--- src/rtl/insn_dec_pkg.sv ---
package insn_dec_pkg;
  localparam int WORD_W = 32;
  localparam int RIDX_W = 5;
  localparam int IMM_W  = 16;
  localparam int TGT_W  = 26;
  localparam int OP_W   = 6;
  localparam int FN_W   = 6;
  localparam int SH_W   = 5;
  localparam logic [RIDX_W-1:0] LINK_REG = RIDX_W'(31);

  localparam logic [OP_W-1:0] OP_REG  = 6'd0;
  localparam logic [OP_W-1:0] OP_J    = 6'd2;
  localparam logic [OP_W-1:0] OP_JAL  = 6'd3;
  localparam logic [OP_W-1:0] OP_BEQ  = 6'd4;
  localparam logic [OP_W-1:0] OP_BNE  = 6'd5;
  localparam logic [OP_W-1:0] OP_ADDI = 6'd8;
  localparam logic [OP_W-1:0] OP_SLTI = 6'd10;
  localparam logic [OP_W-1:0] OP_ANDI = 6'd12;
  localparam logic [OP_W-1:0] OP_ORI  = 6'd13;
  localparam logic [OP_W-1:0] OP_LUI  = 6'd15;
  localparam logic [OP_W-1:0] OP_LB   = 6'd32;
  localparam logic [OP_W-1:0] OP_LW   = 6'd35;
  localparam logic [OP_W-1:0] OP_SB   = 6'd40;
  localparam logic [OP_W-1:0] OP_SW   = 6'd43;

  localparam logic [FN_W-1:0] FN_ADD = 6'b100000;
  localparam logic [FN_W-1:0] FN_SUB = 6'b100010;
  localparam logic [FN_W-1:0] FN_SLT = 6'b101010;
  localparam logic [FN_W-1:0] FN_JR  = 6'b001000;

  typedef enum logic [2:0] {
    ALU_ADD = 3'd0, ALU_SUB = 3'd1, ALU_SLT = 3'd2,
    ALU_AND = 3'd3, ALU_OR = 3'd4, ALU_UPPER = 3'd5
  } alu_op_e;

  typedef enum logic [1:0] {BR_NONE = 2'd0, BR_EQ = 2'd1, BR_NE = 2'd2} br_e;
  typedef enum logic [1:0] {JMP_NONE = 2'd0, JMP_TGT = 2'd1, JMP_REG = 2'd2} jmp_e;
  typedef enum logic [1:0] {EXT_SIGN = 2'd0, EXT_ZERO = 2'd1, EXT_UPPER = 2'd2} ext_e;
  typedef enum logic [1:0] {DST_RT = 2'd0, DST_RD = 2'd1, DST_LINK = 2'd2} dst_e;

  typedef struct packed {
    logic    we;
    logic    link;
    alu_op_e alu;
    logic    imm_sel;
    ext_e    ext;
    dst_e    dst;
    logic    mrd;
    logic    mwr;
    logic    mbyte;
    br_e     br;
    jmp_e    jmp;
    logic    ill;
  } ctrl_t;
endpackage

--- src/rtl/insn_field_split.sv ---
module insn_field_split
  import insn_dec_pkg::*;
(
  input  logic [WORD_W-1:0] word_i,
  output logic [OP_W-1:0]   op_o,
  output logic [RIDX_W-1:0] rs_o,
  output logic [RIDX_W-1:0] rt_o,
  output logic [RIDX_W-1:0] rd_o,
  output logic              sh_nz_o,
  output logic [FN_W-1:0]   fn_o,
  output logic [IMM_W-1:0]  imm_o,
  output logic [TGT_W-1:0]  tgt_o
);
  localparam int OP_LO = WORD_W - OP_W;
  localparam int RS_LO = OP_LO - RIDX_W;
  localparam int RT_LO = RS_LO - RIDX_W;
  localparam int RD_LO = RT_LO - RIDX_W;
  localparam int SH_LO = RD_LO - SH_W;

  assign op_o    = word_i[WORD_W-1:OP_LO];
  assign rs_o    = word_i[OP_LO-1:RS_LO];
  assign rt_o    = word_i[RS_LO-1:RT_LO];
  assign rd_o    = word_i[RT_LO-1:RD_LO];
  assign sh_nz_o = |word_i[RD_LO-1:SH_LO];
  assign fn_o    = word_i[FN_W-1:0];
  assign imm_o   = word_i[IMM_W-1:0];
  assign tgt_o   = word_i[TGT_W-1:0];
endmodule

--- src/rtl/insn_ctrl_decode.sv ---
module insn_ctrl_decode
  import insn_dec_pkg::*;
(
  input  logic [OP_W-1:0] op_i,
  input  logic [FN_W-1:0] fn_i,
  input  logic            sh_nz_i,
  output ctrl_t           ctrl_o
);
  ctrl_t c;

  always_comb begin
    c         = '0;
    c.alu     = ALU_ADD;
    c.ext     = EXT_SIGN;
    c.dst     = DST_RT;
    c.br      = BR_NONE;
    c.jmp     = JMP_NONE;
    case (op_i)
      OP_REG: begin
        c.dst = DST_RD;
        if (sh_nz_i) c.ill = 1'b1;
        else begin
          case (fn_i)
            FN_ADD:  c.we = 1'b1;
            FN_SUB:  begin c.we = 1'b1; c.alu = ALU_SUB; end
            FN_SLT:  begin c.we = 1'b1; c.alu = ALU_SLT; end
            FN_JR:   c.jmp = JMP_REG;
            default: c.ill = 1'b1;
          endcase
        end
      end
      OP_ADDI: begin c.we = 1'b1; c.imm_sel = 1'b1; end
      OP_SLTI: begin c.we = 1'b1; c.imm_sel = 1'b1; c.alu = ALU_SLT; end
      OP_ANDI: begin c.we = 1'b1; c.imm_sel = 1'b1; c.alu = ALU_AND; c.ext = EXT_ZERO; end
      OP_ORI:  begin c.we = 1'b1; c.imm_sel = 1'b1; c.alu = ALU_OR;  c.ext = EXT_ZERO; end
      OP_LUI:  begin c.we = 1'b1; c.imm_sel = 1'b1; c.alu = ALU_UPPER; c.ext = EXT_UPPER; end
      OP_LW:   begin c.we = 1'b1; c.imm_sel = 1'b1; c.mrd = 1'b1; end
      OP_LB:   begin c.we = 1'b1; c.imm_sel = 1'b1; c.mrd = 1'b1; c.mbyte = 1'b1; end
      OP_SW:   begin c.imm_sel = 1'b1; c.mwr = 1'b1; end
      OP_SB:   begin c.imm_sel = 1'b1; c.mwr = 1'b1; c.mbyte = 1'b1; end
      OP_BEQ:  begin c.alu = ALU_SUB; c.br = BR_EQ; end
      OP_BNE:  begin c.alu = ALU_SUB; c.br = BR_NE; end
      OP_J:    c.jmp = JMP_TGT;
      OP_JAL:  begin c.jmp = JMP_TGT; c.we = 1'b1; c.link = 1'b1; c.dst = DST_LINK; end
      default: c.ill = 1'b1;
    endcase
    if (c.ill) begin
      c.we   = 1'b0;
      c.link = 1'b0;
      c.mrd  = 1'b0;
      c.mwr  = 1'b0;
      c.br   = BR_NONE;
      c.jmp  = JMP_NONE;
    end
  end

  assign ctrl_o = c;
endmodule

--- src/rtl/insn_imm_ext.sv ---
module insn_imm_ext
  import insn_dec_pkg::*;
#(
  parameter int IN_W  = IMM_W,
  parameter int OUT_W = WORD_W
) (
  input  logic [IN_W-1:0]  raw_i,
  input  ext_e             mode_i,
  output logic [OUT_W-1:0] ext_o
);
  localparam int PAD_W = OUT_W - IN_W;

  always_comb begin
    case (mode_i)
      EXT_ZERO:  ext_o = {{PAD_W{1'b0}}, raw_i};
      EXT_UPPER: ext_o = {raw_i, {PAD_W{1'b0}}};
      default:   ext_o = {{PAD_W{raw_i[IN_W-1]}}, raw_i};
    endcase
  end
endmodule

--- src/rtl/insn_decoder.sv ---
module insn_decoder
  import insn_dec_pkg::*;
(
  input  logic [31:0] instr_i,
  output logic [4:0]  rs_idx_o,
  output logic [4:0]  rt_idx_o,
  output logic [4:0]  dst_idx_o,
  output logic        reg_we_o,
  output logic        link_o,
  output logic [2:0]  alu_op_o,
  output logic        alu_imm_sel_o,
  output logic [31:0] imm_o,
  output logic        mem_rd_o,
  output logic        mem_wr_o,
  output logic        mem_byte_o,
  output logic [1:0]  branch_o,
  output logic [1:0]  jump_o,
  output logic [25:0] jtarget_o,
  output logic        illegal_o
);
  logic [OP_W-1:0]   op;
  logic [RIDX_W-1:0] rs, rt, rd, dst;
  logic              sh_nz;
  logic [FN_W-1:0]   fn;
  logic [IMM_W-1:0]  imm16;
  ctrl_t             ctrl;

  insn_field_split u_split (
    .word_i(instr_i), .op_o(op), .rs_o(rs), .rt_o(rt), .rd_o(rd),
    .sh_nz_o(sh_nz), .fn_o(fn), .imm_o(imm16), .tgt_o(jtarget_o)
  );

  insn_ctrl_decode u_ctrl (
    .op_i(op), .fn_i(fn), .sh_nz_i(sh_nz), .ctrl_o(ctrl)
  );

  insn_imm_ext #(.IN_W(IMM_W), .OUT_W(WORD_W)) u_imm (
    .raw_i(imm16), .mode_i(ctrl.ext), .ext_o(imm_o)
  );

  always_comb begin
    case (ctrl.dst)
      DST_RD:   dst = rd;
      DST_LINK: dst = LINK_REG;
      default:  dst = rt;
    endcase
  end

  assign rs_idx_o      = rs;
  assign rt_idx_o      = rt;
  assign dst_idx_o     = dst;
  assign reg_we_o      = ctrl.we && (dst != '0);
  assign link_o        = ctrl.link;
  assign alu_op_o      = ctrl.alu;
  assign alu_imm_sel_o = ctrl.imm_sel;
  assign mem_rd_o      = ctrl.mrd;
  assign mem_wr_o      = ctrl.mwr;
  assign mem_byte_o    = ctrl.mbyte;
  assign branch_o      = ctrl.br;
  assign jump_o        = ctrl.jmp;
  assign illegal_o     = ctrl.ill;
endmodule

--- config.mk ---
export PLATFORM = sky130hd
export DESIGN_NAME = insn_decoder
export DESIGN_NICKNAME = d
export VERILOG_FILES = /design/src/rtl/insn_dec_pkg.sv /design/src/rtl/insn_field_split.sv /design/src/rtl/insn_ctrl_decode.sv /design/src/rtl/insn_imm_ext.sv /design/src/rtl/insn_decoder.sv
export SDC_FILE = /design/constraint.sdc
export NUM_CORES = 1
export LEC_CHECK = 0
export BUFFER_PORTS_ARGS = -buffer_cell sky130_fd_sc_hd__buf_2
export CAP_MARGIN = 20
export CORE_ASPECT_RATIO = 1.4
export CORE_MARGIN = 1.5
export CORE_UTILIZATION = 32
export DETAILED_ROUTE_END_ITERATION = 8
export PLACE_DENSITY = 0.81
export SLEW_MARGIN = 40
export SYNTH_ARGS = -nofsm -noshare
export SYNTH_HDL_FRONTEND = slang
export SYNTH_SLANG_ARGS = --single-unit
export TNS_END_PERCENT = 30
--- constraint.sdc ---
create_clock -name vclk -period 1.81
set_input_delay 0.0905 -clock vclk [all_inputs]
set_output_delay 0.0905 -clock vclk [all_outputs]
set_load 0.03 [all_outputs]
==> flow_metrics.env, run 1 <==
export IMPL_num_antenna_cells=0
export IMPL_num_clock_buffers=0
export IMPL_io_buffer_count=104
export IMPL_first_iter_violations=19
export IMPL_peakVddDrop_mv=0.217
export IMPL_finalWorstSetupSlack_ns=-0.254
export IMPL_fp_dieW_um=50.9
export IMPL_vias=1435
export IMPL_ant_nets=0
export IMPL_yosys_warnings=0
export IMPL_hold_ws_ns=0.181
export IMPL_power_uw=617
export IMPL_grt_max_degree=17
export IMPL_timing_slew_headroom_pct=68.6
export IMPL_grt_usage_pct=20.7
export IMPL_seq_area_frac_synth_pct=0
export IMPL_ys_top_cells_by_area="buf_4, a21o_1, nor2b_1"
export IMPL_startpoint_type="input port"
export IMPL_num_io_pins=119
export IMPL_gp_congestion=0.753
export IMPL_num_rows=24
export IMPL_avgSynthCellArea_um2=6.64
export IMPL_first_pass_iters=4
export IMPL_yosys_area_top_type_share_pct=27.0
export IMPL_synthesis_nets=191
export IMPL_syn_area_um2=1030
export IMPL_seq_cells=0
export IMPL_hold_class="input port to primary output"
export IMPL_synth_distinct_cells=41
export IMPL_post_route_util_pct=69.6
export IMPL_routedWlPerCell_um=14.1
export IMPL_vias_per_cell=4.91
export IMPL_max_cap_violations=0
export IMPL_leakage_nw=1.13
export IMPL_worstSetupEndpoint="reg_we_o"
export IMPL_synth_top_area_cell="buf_4"
export IMPL_fmaxAchievable_ghz=0.484
export IMPL_antenna_found_initial=0
export IMPL_dpl_hpwl_mm=2.81
export IMPL_start_util_pct=33.3
export IMPL_finalHoldViolations=0
export IMPL_power_density_nw_per_um2=286
export IMPL_overflow=0
export IMPL_cp_startpoint="instr_i[29]"
export IMPL_n_fill_cell=265
export IMPL_status="finished, violations left"
export IMPL_rsz0062_at_grt="true"
export IMPL_grt_pass1_vias=1306
export IMPL_die_h_um=70.1
export IMPL_synthCells=155
export IMPL_end_kind="primary output"
export IMPL_violations="setup timing"
export IMPL_worstMarginPinSlew_ns=0.471
export IMPL_wirelength_mm=4.10
export IMPL_coreArea_um2=3090
export IMPL_cts_hold_buf=0
export IMPL_syn2layout_area_growth_pct=109
export IMPL_period_share_pct=114
export IMPL_maxSlewViolCount=0
export IMPL_drc=0
export IMPL_die_area_um2=3570
export IMPL_finalSetupViolations=1
export IMPL_fin_crit_ns=2.06
export IMPL_crit_type="input port to primary output"
export IMPL_tns_ns=-0.254
export IMPL_seq_area_um2=0
export IMPL_crit_path_max_fanout=7
export IMPL_critPathRequiredTime_ns=1.72
export IMPL_layout_nets=291
export IMPL_drive_above_1_share_pct=77.1
export IMPL_grt_pass1_wl_mm=6.02
export IMPL_worst_ep_arrival_time_ns=1.97
## synthesized netlist by cell type (4+ instances only)
cell type / number
nor4_1: 4
ha_1: 4
nand2_1: 10
buf_4: 37
a21o_1: 15
clkbuf_1: 4
a21oi_1: 5
inv_1: 8
nor2b_1: 16
o21ai_0: 4
nor2_1: 7
## worst min path at each step
stage,startpoint,endpoint,slack [ns],cells past startpoint
2_1_floorplan,instr_i[30],alu_imm_sel_o,0.30,1
3_3_place_gp,instr_i[22],jtarget_o[22],0.18,0
3_5_place_dp,instr_i[22],jtarget_o[22],0.18,0
4_1_cts,instr_i[22],jtarget_o[22],0.18,0
5_1_grt,instr_i[23],rs_idx_o[2],0.18,0
6_report,instr_i[25],rs_idx_o[4],0.18,0
## kinds of logic after synthesis
group / count (synthesis) / share of synthesized area, %
compound gates: 37 / 24.9
fa+ha+maj: 4 / 4.87
xor+xnor: 4 / 3.41
buf+inv: 53 / 34.8
simple gates: 57 / 32.0
## critical path: stages
cell and delay, ns:
buf_8 0.10, buf_6 0.11, nor2_4 0.07, and3_4 0.19
nand2_4 0.06, ha_4 0.34, buf_6 0.12, o21ai_2 0.05
or4_4 0.55, a2bb2oi_4 0.16, buf_6 0.14
## metrics by stage
| stage | instance area, um2 | worst slack [ns] | cells |
|---|---|---|---|
| 3_3_place_gp | 1720 | -0.363 | 280 |
| 4_1_cts | 2050 | -0.257 | 290 |
| 6_report | 2150 | -0.254 | 292 |
| 5_1_grt | 2150 | -0.323 | 292 |
| 2_1_floorplan | 1270 | -0.206 | 155 |
| 3_5_place_dp | 1720 | -0.411 | 280 |
## what timing repair did
action / CTS / global route
endpoints found under the setup margin: 33 / 33
gates cloned: 1 / 1
hold endpoints to repair: 0 / 0
setup buffers: 10 / 1
pin swaps: 13 / 9
resized for setup: 63 / 19
## layer usage
metal  share of wire (%)  up-vias  track usage, %
met3                 5.6        6            1.28
met5                   0        -               0
met1                  36      672            22.3
met2                  57       61            42.1
li1                    -      696               -
met4                0.97        0            3.60
## layout make-up
cell class	instances	area [um2]	share of cell area, %
Inverter	8	30.0	1.39
Timing Repair Buffer	143	1080	50.1
Tap cell	39	48.8	2.27
Multi-Input combinational cell	102	996	46.3
## placed cells by master (no fill, tap or decap), drive strengths merged, types with 4 or more instances in the layout
cell type	synthesis	final
o21ai	6	6
nor4	5	5
nor2	7	7
a21o	15	15
nor2b	17	17
buf	41	142
ha	4	4
a21oi	6	6
nand2	11	11
inv	8	8
## report_power, final
| group | total (mW) | switching (mW) | leakage (nW) | internal, mW |
|---|---|---|---|---|
| logic | 0.617 | 0.362 | 1.13 | 0.255 |
| clock network | 0 | 0 | 0 | 0 |
| registers | 0 | 0 | 0 | 0 |
Note: power is estimated with default switching activity, not from simulation.
==> run 2: changes to the inputs <==
--- a/config.mk
+++ b/config.mk
@@ -5,13 +5,12 @@
 export SDC_FILE = /design/constraint.sdc
 export NUM_CORES = 1
 export LEC_CHECK = 0
-export BUFFER_PORTS_ARGS = -buffer_cell sky130_fd_sc_hd__buf_2
 export CAP_MARGIN = 20
-export CORE_ASPECT_RATIO = 1.4
-export CORE_MARGIN = 1.5
-export CORE_UTILIZATION = 32
+export CORE_MARGIN = 4
+export CORE_UTILIZATION = 59
 export DETAILED_ROUTE_END_ITERATION = 8
-export PLACE_DENSITY = 0.81
+export DONT_BUFFER_PORTS = 1
+export PLACE_DENSITY = 0.78
 export SLEW_MARGIN = 40
 export SYNTH_ARGS = -nofsm -noshare
 export SYNTH_HDL_FRONTEND = slang
==> run 2 against run 1 <==
The flow still finishes with violations (setup timing); fmax grew 5.5%; total power decreased by 41%; critical path depth decreased by 3; utilization is 22 points higher; setup slack improved by 0.11 ns; critical endpoint unchanged; highest routed layer unchanged.
==> flow_metrics.env, run 2 (synthesis results as in run 1) <==
export IMPL_finalWorstSetupSlack_ns=-0.146
export IMPL_timing_slew_headroom_pct=74.4
export IMPL_ant_nets=0
export IMPL_violations="setup timing"
export IMPL_start_util_pct=65.2
export IMPL_p_comb_share_pct=100.0
export IMPL_syn2layout_area_growth_pct=39.9
export IMPL_finalHoldViolations=0
export IMPL_grt_pass1_wl_mm=4.93
export IMPL_first_pass_iters=4
export IMPL_fp_dieW_um=49.8
export IMPL_wirelength_mm=3.80
export IMPL_num_antenna_cells=0
export IMPL_seq_power_share_pct=0
export IMPL_critPathRequiredTime_ns=1.72
export IMPL_worstMarginPinSlew_ns=0.384
export IMPL_post_route_util_pct=91.3
export IMPL_num_clock_buffers=0
export IMPL_overflow=0
export IMPL_fmaxAchievable_ghz=0.511
export IMPL_hold_start="instr_i[15]"
export IMPL_slowest_delay_ns=0.51
export IMPL_dpl_hpwl_mm=2.46
export IMPL_peakVddDrop_mv=0.196
export IMPL_power_switching_uw=217
export IMPL_final_cell_mix="buf_4, a21o_4, nor2b_2"
export IMPL_drc=0
export IMPL_grt_max_degree=16
export IMPL_slowest_stage="or4_4"
export IMPL_io_buffer_count=0
export IMPL_first_iter_violations=10
export IMPL_end_kind="primary output"
export IMPL_die_h_um=49.8
export IMPL_whs_endpoint="jtarget_o[15]"
export IMPL_num_io_pins=119
export IMPL_crit_type="input port to primary output"
export IMPL_worstPathCellList="nor4_4 -> and2_4 -> inv_1 -> ha_4 -> a21oi_1 -> o21ai_2 -> or4_4 -> a2bb2oi_4"
export IMPL_finalSetupViolations=1
export IMPL_min_path_cells=0
export IMPL_final_common_cell="buf_4"
export IMPL_leakage_nw=0.658
export IMPL_fin_area_um2=1440
export IMPL_hold_ws_ns=0.181
export IMPL_power_uw=363
export IMPL_gp_congestion=0.797
export IMPL_worst_ep_arrival_time_ns=1.87
export IMPL_max_cap_violations=0
export IMPL_power_frac_clock_pct=0
export IMPL_coreArea_um2=1580
export IMPL_num_rows=14
export IMPL_vias=1128
export IMPL_drive_above_1_share_pct=59.7
export IMPL_fin_crit_ns=1.96
export IMPL_routedWlPerCell_um=21.7
export IMPL_power_density_nw_per_um2=253
export IMPL_die_area_um2=2480
export IMPL_crit_path_max_fanout=11
export IMPL_grt_usage_pct=23.8
export IMPL_n_fill_cell=62
export IMPL_rsz0062_at_grt="true"
export IMPL_seq_area_um2=0
export IMPL_cts_hold_buf=0
export IMPL_layout_nets=197
export IMPL_period_share_pct=108
export IMPL_swShare_pct=59.8
export IMPL_post_dp_cell_area_um2=1300
export IMPL_startpoint_type="input port"
export IMPL_antenna_found_initial=0
export IMPL_maxSlewViolCount=0
export IMPL_grt_pass1_vias=1005
export IMPL_vias_per_cell=6.45
export IMPL_hold_class="input port to primary output"
export IMPL_seq_cells=0
export IMPL_status="finished, violations left"
export IMPL_p_int_uw=146
==> run 2: critical path, delay by kind of cell <==
family | cells | cell delay [ns]
AND/OR/NAND/NOR | 3 | 1.00
buffers and inverters | 1 | 0.07
adder cells (fa/ha/maj) | 1 | 0.19
AO/OA/AOI/OAI | 3 | 0.51
==> run 2: worst max path at each step <==
stage	start	to	slack (ns)	depth (start not counted)
4_1_cts	instr_i[26]	reg_we_o	-0.07	8
6_report	instr_i[28]	reg_we_o	-0.15	8
3_3_place_gp	instr_i[26]	reg_we_o	-0.08	8
2_1_floorplan	instr_i[28]	reg_we_o	-0.21	10
5_1_grt	instr_i[28]	reg_we_o	-0.24	8
3_5_place_dp	instr_i[30]	imm_o[30]	-0.17	7
==> run 2: layer usage <==
metal / vias up / track usage (%) / wire, um
met5: - / 0 / 0
met2: 67 / 44.9 / 2050
met3: 11 / 4.52 / 312
met1: 548 / 28.3 / 1380
met4: 0 / 1.84 / 63
li1: 502 / - / -
==> run 2: power groups by stage <==
stage | Sequential, mW | Combinational (mW) | Clock (mW)
CTS | 0 | 0.350 | 0
finish | 0 | 0.363 | 0
global route | 0 | 0.380 | 0
floorplan | 0 | 0.426 | 0
global placement | 0 | 0.341 | 0
detailed placement | 0 | 0.348 | 0
==> run 2: repair_timing <==
item | CTS | global route
pin swaps | 0 | 6
endpoints found under the setup margin | 16 | 11
resized for setup | 3 | 11
buffers inserted | 0 | 5
gates cloned | 0 | 0
==> run 2: metrics by stage <==
step | setup slack (ns) | TNS, ns | cells
final | -0.146 | -0.146 | 175
after global routing | -0.238 | -1.00 | 175
after CTS | -0.0669 | -0.0669 | 170
after detailed placement | -0.170 | -1.41 | 170
after global placement | -0.0801 | -0.430 | 170
after floorplan | -0.206 | -0.206 | 155
==> run 2: layout make-up <==
type | instances | area [um2] | share of cell area (%)
tap | 16 | 20.0 | 1.39
timing repair buffer | 49 | 425 | 29.6
multi-input combinational | 102 | 963 | 67.0
inverter | 8 | 30.0 | 2.09
==> run 3: changes to the inputs <==
--- a/config.mk
+++ b/config.mk
@@ -5,6 +5,7 @@
 export SDC_FILE = /design/constraint.sdc
 export NUM_CORES = 1
 export LEC_CHECK = 0
+export ABC_AREA = 1
 export CAP_MARGIN = 20
 export CORE_MARGIN = 4
 export CORE_UTILIZATION = 59
==> run 3 against run 2 <==
The flow now finishes without violations; highest routed layer is now met3; non-clock buffer count down 11; global-route usage down 3.8 points; critical endpoint is now imm_o[30]; synthesized cell count up 36%; routed wire length down 29%; area after synthesis up 2.4%; sequential share of layout area unchanged; first-iteration DRC count up 70%; combinational power down 13%.
==> flow_metrics.env, run 3 <==
export IMPL_place_ws_ns=0.0448
export IMPL_drive_above_1_share_pct=24.3
export IMPL_worstMarginPinSlew_ns=0.593
export IMPL_crit_type="input port to primary output"
export IMPL_synthCells=211
export IMPL_status="finished, final reports clean"
export IMPL_first_pass_iters=4
export IMPL_num_clock_buffers=0
export IMPL_grt_max_degree=17
export IMPL_drc=0
export IMPL_grt_usage_pct=19.9
export IMPL_rsz0062_at_grt="false"
export IMPL_multi_input_area_um2=614
export IMPL_synth_compound_area_share_pct=11.3
export IMPL_hold_ws_ns=0.181
export IMPL_yosys_mux_area_fraction_pct=0
export IMPL_final_cell_mix="inv_1, nand2_1, buf_4"
export IMPL_hold_class="input port to primary output"
export IMPL_n_fill_cell=188
export IMPL_routedWlPerCell_um=11.5
export IMPL_synth_distinct_cells=21
export IMPL_power_density_nw_per_um2=283
export IMPL_seq_area_frac_synth_pct=0
export IMPL_syn2layout_area_growth_pct=5.58
export IMPL_synth_top_family_by_area="buffers and inverters"
export IMPL_antenna_found_initial=0
export IMPL_peakVddDrop_mv=0.194
export IMPL_period_share_pct=88.1
export IMPL_num_antenna_cells=0
export IMPL_num_rows=15
export IMPL_avgSynthCellArea_um2=4.99
export IMPL_yosys_top_cells_count="inv_1, nand2_1, nor2_1, buf_4, o21ai_0"
export IMPL_crit_path_max_fanout=15
export IMPL_ant_nets=0
export IMPL_synth_xor_area_share_pct=0
export IMPL_finalWorstSetupSlack_ns=0.215
export IMPL_grt_pass1_wl_mm=4.24
export IMPL_startpoint_type="input port"
export IMPL_coreArea_um2=1710
export IMPL_fp_dieW_um=50.3
export IMPL_worst_ep_arrival_time_ns=1.50
export IMPL_grt_pass1_vias=998
export IMPL_yosys_area_top_type_share_pct=25.7
export IMPL_seq_area_um2=0
export IMPL_power_uw=315
export IMPL_dp_cells=233
export IMPL_syn_area_um2=1050
export IMPL_timing_slew_headroom_pct=60.3
export IMPL_start_util_pct=61.7
export IMPL_fin_crit_ns=1.59
export IMPL_fmaxAchievable_ghz=0.627
export IMPL_finalHoldViolations=0
export IMPL_first_iter_violations=17
export IMPL_num_io_pins=119
export IMPL_finalSetupViolations=0
export IMPL_final_common_cell="inv_1"
export IMPL_yosys_warnings=0
export IMPL_synth_adder_area_share_pct=4.75
export IMPL_maxSlewViolCount=0
export IMPL_end_kind="primary output"
export IMPL_layout_cells_non_filler=235
export IMPL_synth_top_area_cell="buf_4"
export IMPL_synthSimpleGateAreaFrac_pct=41.1
export IMPL_vias=1164
export IMPL_io_buffer_count=0
export IMPL_seq_cells=0
export IMPL_die_h_um=50.3
export IMPL_wirelength_mm=2.70
export IMPL_ys_top_cells_by_area="buf_4, inv_1, nand2_1"
export IMPL_leakage_nw=0.700
export IMPL_overflow=0
export IMPL_yosysMostFrequentCell="inv_1"
export IMPL_layout_nets=248
export IMPL_dpl_hpwl_mm=2.29
export IMPL_critPathRequiredTime_ns=1.72
export IMPL_max_cap_violations=0
export IMPL_synthesis_nets=247
export IMPL_gp_congestion=0.925
export IMPL_die_area_um2=2530
export IMPL_vias_per_cell=4.95
export IMPL_min_path_cells=0
## run 3: worst paths after layout
kind | startpoint | to
setup / recovery | instr_i[31] | imm_o[30]
hold / removal | instr_i[2] | jtarget_o[2]
## run 3: logic make-up (layout without fill, tap and decap cells)
logic type	count (synthesis)	after routing
compound gates	23	23
fa+ha+maj	4	4
buf+inv	84	83
simple gates	100	100
## run 3: worst max-delay path, stage by stage
cell	delay (ns)
nor2_4	0.17
nand2_1	0.11
nor2_2	0.14
inv_1	0.06
ha_1	0.30
inv_1	0.07
nand2_2	0.15
o21ai_0	0.21
buf_4	0.19
## run 3: per-stage QoR
stage / utilization (%) / instance area [um2] / setup TNS, ns
global placement: 63.5 / 1080 / 0
detailed placement: 63.5 / 1080 / 0
floorplan: - / 1050 / -1.08
CTS: 63.5 / 1080 / 0
global route: 65.1 / 1110 / 0
finish: 65.1 / 1110 / 0
## run 3: timing repair
item | 4_1_cts | 5_1_grt
setup buffers | 0 | 2
hold buffers | 0 | 0
setup endpoints to repair | 0 | 16
gates resized for setup | 0 | 10
## run 3: cell type report
cell class	count	share of cell area, %
Multi-Input combinational cell	127	55.2
Tap cell	25	2.81
Inverter	45	15.2
Timing Repair Buffer	38	26.8
## run 3: metal layers
layer / part of all wire (%) / GRT usage [%]
met2: 53 / 38.7
met3: 10 / 3.56
met1: 37 / 23.6
met4: 0 / 0
met5: 0 / 0
## run 3: report_power, final
group	internal (mW)	switching (mW)
sequential	0	0
clock	0	0
combinational	0.0990	0.216
total	0.0990	0.216
